`src/rtl/sem_pkg.sv`:
```
package sem_pkg;
  // Per-port decoded strobes handed from control to datapath
  typedef struct packed {
    logic req;   // write with bit 0 = 0
    logic rel;   // write with bit 0 = 1
    logic rd;    // read
  } semStrobe_t;

  localparam int PORT_L = 0;
  localparam int PORT_R = 1;
endpackage

```
`src/rtl/sem_ctrl.sv`:
```
module sem_ctrl
  import sem_pkg::*;
(
  input  logic             clk,
  input  logic             rstN,
  input  logic [1:0]       semEn,
  input  logic [1:0]       wrEn,
  input  logic [1:0]       wrBit,
  output semStrobe_t [1:0] strobe
);
  for (genvar p = 0; p < 2; p++) begin : g_port
    always_comb begin
      strobe[p].req = semEn[p] &  wrEn[p] & ~wrBit[p];
      strobe[p].rel = semEn[p] &  wrEn[p] &  wrBit[p];
      strobe[p].rd  = semEn[p] & ~wrEn[p];
    end


    idle_no_strobe_chk: assert property (@(posedge clk) disable iff (!rstN)
      !semEn[p] |-> (strobe[p] == '0));

    strobe_onehot_chk: assert property (@(posedge clk) disable iff (!rstN)
      $onehot0(strobe[p]));
  end
endmodule

```
`src/rtl/sem_flags.sv`:
```
module sem_flags
  import sem_pkg::*;
#(
  parameter int NFLAG = 8,
  parameter int AW    = $clog2(NFLAG),
  parameter int DW    = 16
) (
  input  logic                 clk,
  input  logic                 rstN,
  input  semStrobe_t [1:0]     strobe,
  input  logic [1:0][AW-1:0]   addr,
  output logic [1:0][DW-1:0]   rdData
);
  logic [1:0][NFLAG-1:0] own, pend;
  logic [1:0][NFLAG-1:0] ownNext, pendNext;

  for (genvar i = 0; i < NFLAG; i++) begin : g_flag
    logic hitL, hitR, reqL, reqR, relL, relR;
    logic heldL, heldR, wantL, wantR, grantL, grantR;

    always_comb begin
      hitL   = (addr[PORT_L] == AW'(i));
      hitR   = (addr[PORT_R] == AW'(i));
      reqL   = strobe[PORT_L].req & hitL;
      reqR   = strobe[PORT_R].req & hitR;
      relL   = strobe[PORT_L].rel & hitL;
      relR   = strobe[PORT_R].rel & hitR;
      heldL  = own[PORT_L][i] & ~relL;
      heldR  = own[PORT_R][i] & ~relR;
      wantL  = (pend[PORT_L][i] | reqL) & ~relL;
      wantR  = (pend[PORT_R][i] | reqR) & ~relR;
      grantL = ~heldL & ~heldR & wantL;
      grantR = ~heldL & ~heldR & ~wantL & wantR;
      ownNext[PORT_L][i]  = heldL | grantL;
      ownNext[PORT_R][i]  = heldR | grantR;
      pendNext[PORT_L][i] = wantL & ~(heldL | grantL);
      pendNext[PORT_R][i] = wantR & ~(heldR | grantR);
    end


    no_double_own_chk: assert property (@(posedge clk) disable iff (!rstN)
      !(own[PORT_L][i] && own[PORT_R][i]));

    tie_left_wins_chk: assert property (@(posedge clk) disable iff (!rstN)
      (own[PORT_L][i] == 1'b0 && own[PORT_R][i] == 1'b0 &&
       pend[PORT_L][i] == 1'b0 && pend[PORT_R][i] == 1'b0 && reqL && reqR)
      |=> (own[PORT_L][i] && pend[PORT_R][i]));

    handoff_chk: assert property (@(posedge clk) disable iff (!rstN)
      (own[PORT_L][i] && relL && pend[PORT_R][i] && !relR) |=> own[PORT_R][i]);

    foreign_release_chk: assert property (@(posedge clk) disable iff (!rstN)
      (own[PORT_R][i] && relL && !relR) |=> own[PORT_R][i]);
  end

  always_ff @(posedge clk or negedge rstN) begin
    if (!rstN) begin
      own  <= '0;
      pend <= '0;
    end else begin
      own  <= ownNext;
      pend <= pendNext;
    end
  end

  for (genvar p = 0; p < 2; p++) begin : g_rd
    always_ff @(posedge clk or negedge rstN) begin
      if (!rstN)             rdData[p] <= '1;
      else if (strobe[p].rd) rdData[p] <= own[p][addr[p]] ? '0 : '1;
    end


    rd_hold_chk: assert property (@(posedge clk) disable iff (!rstN)
      !strobe[p].rd |=> $stable(rdData[p]));

    rd_owned_chk: assert property (@(posedge clk) disable iff (!rstN)
      (strobe[p].rd && own[p][addr[p]]) |=> (rdData[p] == '0));
  end
endmodule

```
`src/rtl/sem_flag_unit.sv`:
```
module sem_flag_unit
  import sem_pkg::*;
#(
  parameter int NFLAG = 8,
  parameter int AW    = $clog2(NFLAG),
  parameter int DW    = 16
) (
  input  logic          clk,
  input  logic          rstN,
  input  logic          lSemEn,
  input  logic          lWrEn,
  input  logic          lWrBit,
  input  logic [AW-1:0] lAddr,
  output logic [DW-1:0] lRdData,
  input  logic          rSemEn,
  input  logic          rWrEn,
  input  logic          rWrBit,
  input  logic [AW-1:0] rAddr,
  output logic [DW-1:0] rRdData
);
  semStrobe_t [1:0]     strobe;
  logic [1:0][DW-1:0]   rdData;
  logic [1:0][AW-1:0]   addr;

  assign addr    = {rAddr, lAddr};
  assign lRdData = rdData[PORT_L];
  assign rRdData = rdData[PORT_R];

  sem_ctrl u_ctrl (
    .clk    (clk),
    .rstN   (rstN),
    .semEn  ({rSemEn, lSemEn}),
    .wrEn   ({rWrEn, lWrEn}),
    .wrBit  ({rWrBit, lWrBit}),
    .strobe (strobe)
  );

  sem_flags #(.NFLAG(NFLAG), .AW(AW), .DW(DW)) u_flags (
    .clk    (clk),
    .rstN   (rstN),
    .strobe (strobe),
    .addr   (addr),
    .rdData (rdData)
  );
endmodule

```
`config.mk`:
```
export PLATFORM = sky130hd
export DESIGN_NAME = sem_flag_unit
export DESIGN_NICKNAME = d
export VERILOG_FILES = /design/src/rtl/sem_pkg.sv /design/src/rtl/sem_ctrl.sv /design/src/rtl/sem_flags.sv /design/src/rtl/sem_flag_unit.sv
export SDC_FILE = /design/constraint.sdc
export NUM_CORES = 1
export LEC_CHECK = 0
export BUFFER_PORTS_ARGS = -buffer_cell sky130_fd_sc_hd__buf_4
export CAP_MARGIN = 20
export CORE_MARGIN = 2
export CORE_UTILIZATION = 30
export DETAILED_ROUTE_END_ITERATION = 10
export PLACE_DENSITY = 0.6
export SYNTH_ARGS = -nofsm -noshare
export SYNTH_HDL_FRONTEND = slang
export SYNTH_SLANG_ARGS = --single-unit
export TNS_END_PERCENT = 1
```
`constraint.sdc`:
```
create_clock -name clk -period 1.4 [get_ports clk]
set_input_delay 0.14 -clock clk [delete_from_list [all_inputs] [get_ports clk]]
set_output_delay 0.14 -clock clk [all_outputs]
set_load 0.005 [all_outputs]
```
==> metrics <==
worst-skew pair later-pin latency 0.29 ns; Routed WL per cell 14.3 um; # rows 30; post-synthesis compound-gate area fraction 13.7%; combinational family with the most area after synthesis simple AND/OR/NAND/NOR gates; part of the power in registers 38.2%; P_sw 1.08 mW; routed vias/inst 4.95; post-synth top area share 38.7%; status complete, no violations; CTS max path bufs 2; kind of critical path reg2reg; Placed Instance Area 2400 um2; adder-cell share of the synthesized area 0%; Layout area overhead 20.5%; global placer's final weighted congestion 0.748; Syn Nets 226; post-CTS setup buffers 0; combinational power share 41.2%; Initial DRC Count 50; final wirelength 4700 um; CTS HTree Levels 2; mux cell area share after synthesis 10.8%; layout cells sized above 1 36.1%; antenna diode count 0; flops & latches, synth 34; Clock transition at path regs 0.07 ns; Worst EP required 1.60 ns; Worst setup SP type flop; CTS tree yes; Final Slew Violations 0; grt ovf 0; Synth Area in XOR/XNOR 0%; Mapped Cells 212; Synth area leaders dfrtp_1 (39%), buf_4 (11%), mux2i_1 (3.9%); post-synthesis sequential area ratio 41.2%; clock root cell clkbuf_8; drt drc 0; hold crit path type in2reg; 1st-pass router iterations 4; fin crit share 99.8%; largest net degree at the start of global routing 35; switching fraction of total power 30.7%; CTS buffer count 5; number of flops mapped to enable cells by yosys 0; clock skew 0.00755 ns; most common cell after layout, fill and taps aside buf_4; die width 87.1 um; Yosys warnings 0; mapped cell area 2070 um2; Final ANT Viol Nets 0; core box area 6720 um2; antenna violations before repair 0; final net count 263; vias in the first global route 1569; final core utilization 37.1%; Final HPWL DP 3650 um; final instance area 2490 um2; Leak 1.16 nW; # fillers 691; slew at the pin closest to its max-slew limit 0.446 ns; starting density of the core 30.8%; most frequent cells in the layout buf_4 (64), dfrtp_1 (32), nor2_1 (17), nand2_1 (14), a21oi_1 (13); Final TNS setup 0 ns; RSZ-0062 raised after global routing true; asr flop ratio synth 100%; CP Capture Type flop; relative slew slack 70.3%; final hold vios 0; # clock sinks 34; Cell Int Power 2.44 mW; final setup vio count 0; die area 7580 um2; number of max-cap violations 0; Die Y 87.1 um; Worst Path Arrival 1.60 ns; post-route minimum period 1.40 ns; largest area contributor in the netlist dfrtp_1; Fmax 716 MHz; total number of vias 1630; Simple-Gate Fraction of Synth Area 20.6%; Clk pwr share 20.6%; global-route wire length before repair 7890 um; port bufs 45; io pins 46; Synth cell types 45; Pwr Density 1410 nW/um2; Avg Inst Size Synth 9.76 um2; Total Routing Usage GR 13.5%; main flop type after synthesis dfrtp_1; CP max FO 3; VDD IR max 0.000473 V
-- cell families (layout without fill, tap and decap cells) --
| group | Yosys count | in the layout |
|---|---|---|
| AND/OR/NAND/NOR | 76 | 76 |
| flip-flops | 34 | 34 |
| buffers and inverters | 43 | 80 |
| multiplexers | 16 | 16 |
| AO/OA/AOI/OAI | 43 | 43 |
-- power groups by stage --
| stage | clock network, mW | logic (mW) | registers, mW |
|---|---|---|---|
| global placement | 0 | 1.43 | 1.34 |
| global route | 0.808 | 1.60 | 1.37 |
| CTS | 0.753 | 1.45 | 1.34 |
| floorplan | 0 | 0.920 | 1.37 |
| detailed placement | 0 | 1.44 | 1.36 |
| finish | 0.725 | 1.45 | 1.34 |
-- worst max-delay path, cell delays in order, from the launching register on --
cell     delay [ns]
dfrtp_1        0.40
mux4_2         0.46
mux2_4         0.28
o31ai_2        0.17
-- per-layer routing --
layer | share of wire, % | track usage (%) | up-vias | wire length, um
li1 | - | - | 798 | -
met2 | 42 | 20.1 | 57 | 1980
met5 | 0 | 0 | - | 0
met3 | 5.4 | 3.03 | 5 | 254
met4 | 1.6 | 4.83 | 0 | 75
met1 | 51 | 19.4 | 770 | 2400
-- final timing paths --
| kind | start | slack, ns | to | cells past startpoint |
|---|---|---|---|---|
| worst max-delay path | u_flags.own[5] | 0.003 | u_flags.rdData[14] | 3 |
| worst min-delay path | lWrEn | 0.04 | u_flags.rdData[14] | 2 |
| worst max register to register | u_flags.own[5] | 0.003 | u_flags.rdData[14] | 3 |
| worst min register to register | u_flags.pend[4] | 0.53 | u_flags.pend[4] | 2 |
| max in group asynchronous | rstN | 0.71 | u_flags.rdData[14] | 2 |
| min in group asynchronous | rstN | 0.34 | u_flags.own[5] | 2 |
-- Yosys cell counts (3+ instances only) --
cell	instances
o21ai_0	6
buf_4	30
o31a_1	3
nand3b_1	3
or2_2	4
a21oi_1	14
nor3_1	9
clkbuf_1	3
a31oi_1	3
nand3_1	4
inv_1	8
mux2_2	4
nand2_1	14
nor2_1	17
dfrtp_1	32
nor2b_1	6
mux2i_1	8
o21a_1	6
-- state kept, by name, indices dropped and copies added (netlist names) --
| register | count |
|---|---|
| u_flags.own | 16 |
| u_flags.pend | 16 |
| u_flags.rdData | 2 |
-- through the flow --
stage	setup WS [ns]	power, mW	hold slack, ns	cells
2_1_floorplan	0.0144	2.29	-0.156	212
3_3_place_gp	0.000954	2.76	0.120	321
3_5_place_dp	-0.0462	2.80	0.120	321
4_1_cts	-0.00518	3.55	0.0275	329
5_1_grt	-0.0373	3.78	0.0311	329
6_report	0.00280	3.52	0.0397	329
-- final cells by class --
type / count / area (um2) / area share (%)
clock buffers: 7 / 86.3 / 3.46
flip-flops and latches: 34 / 853 / 34.2
repair buffers: 65 / 490 / 19.7
multi-input cells: 135 / 933 / 37.4
well taps: 80 / 100 / 4.01
inverters: 8 / 30.0 / 1.20
-- repair_timing --
item,4_1_cts,5_1_grt
endpoints found under the setup margin,2,3
hold buffers,1,0
hold endpoints to repair,32,0
gates resized for setup,2,2
No activity file was read; power rests on OpenSTA's default activity.
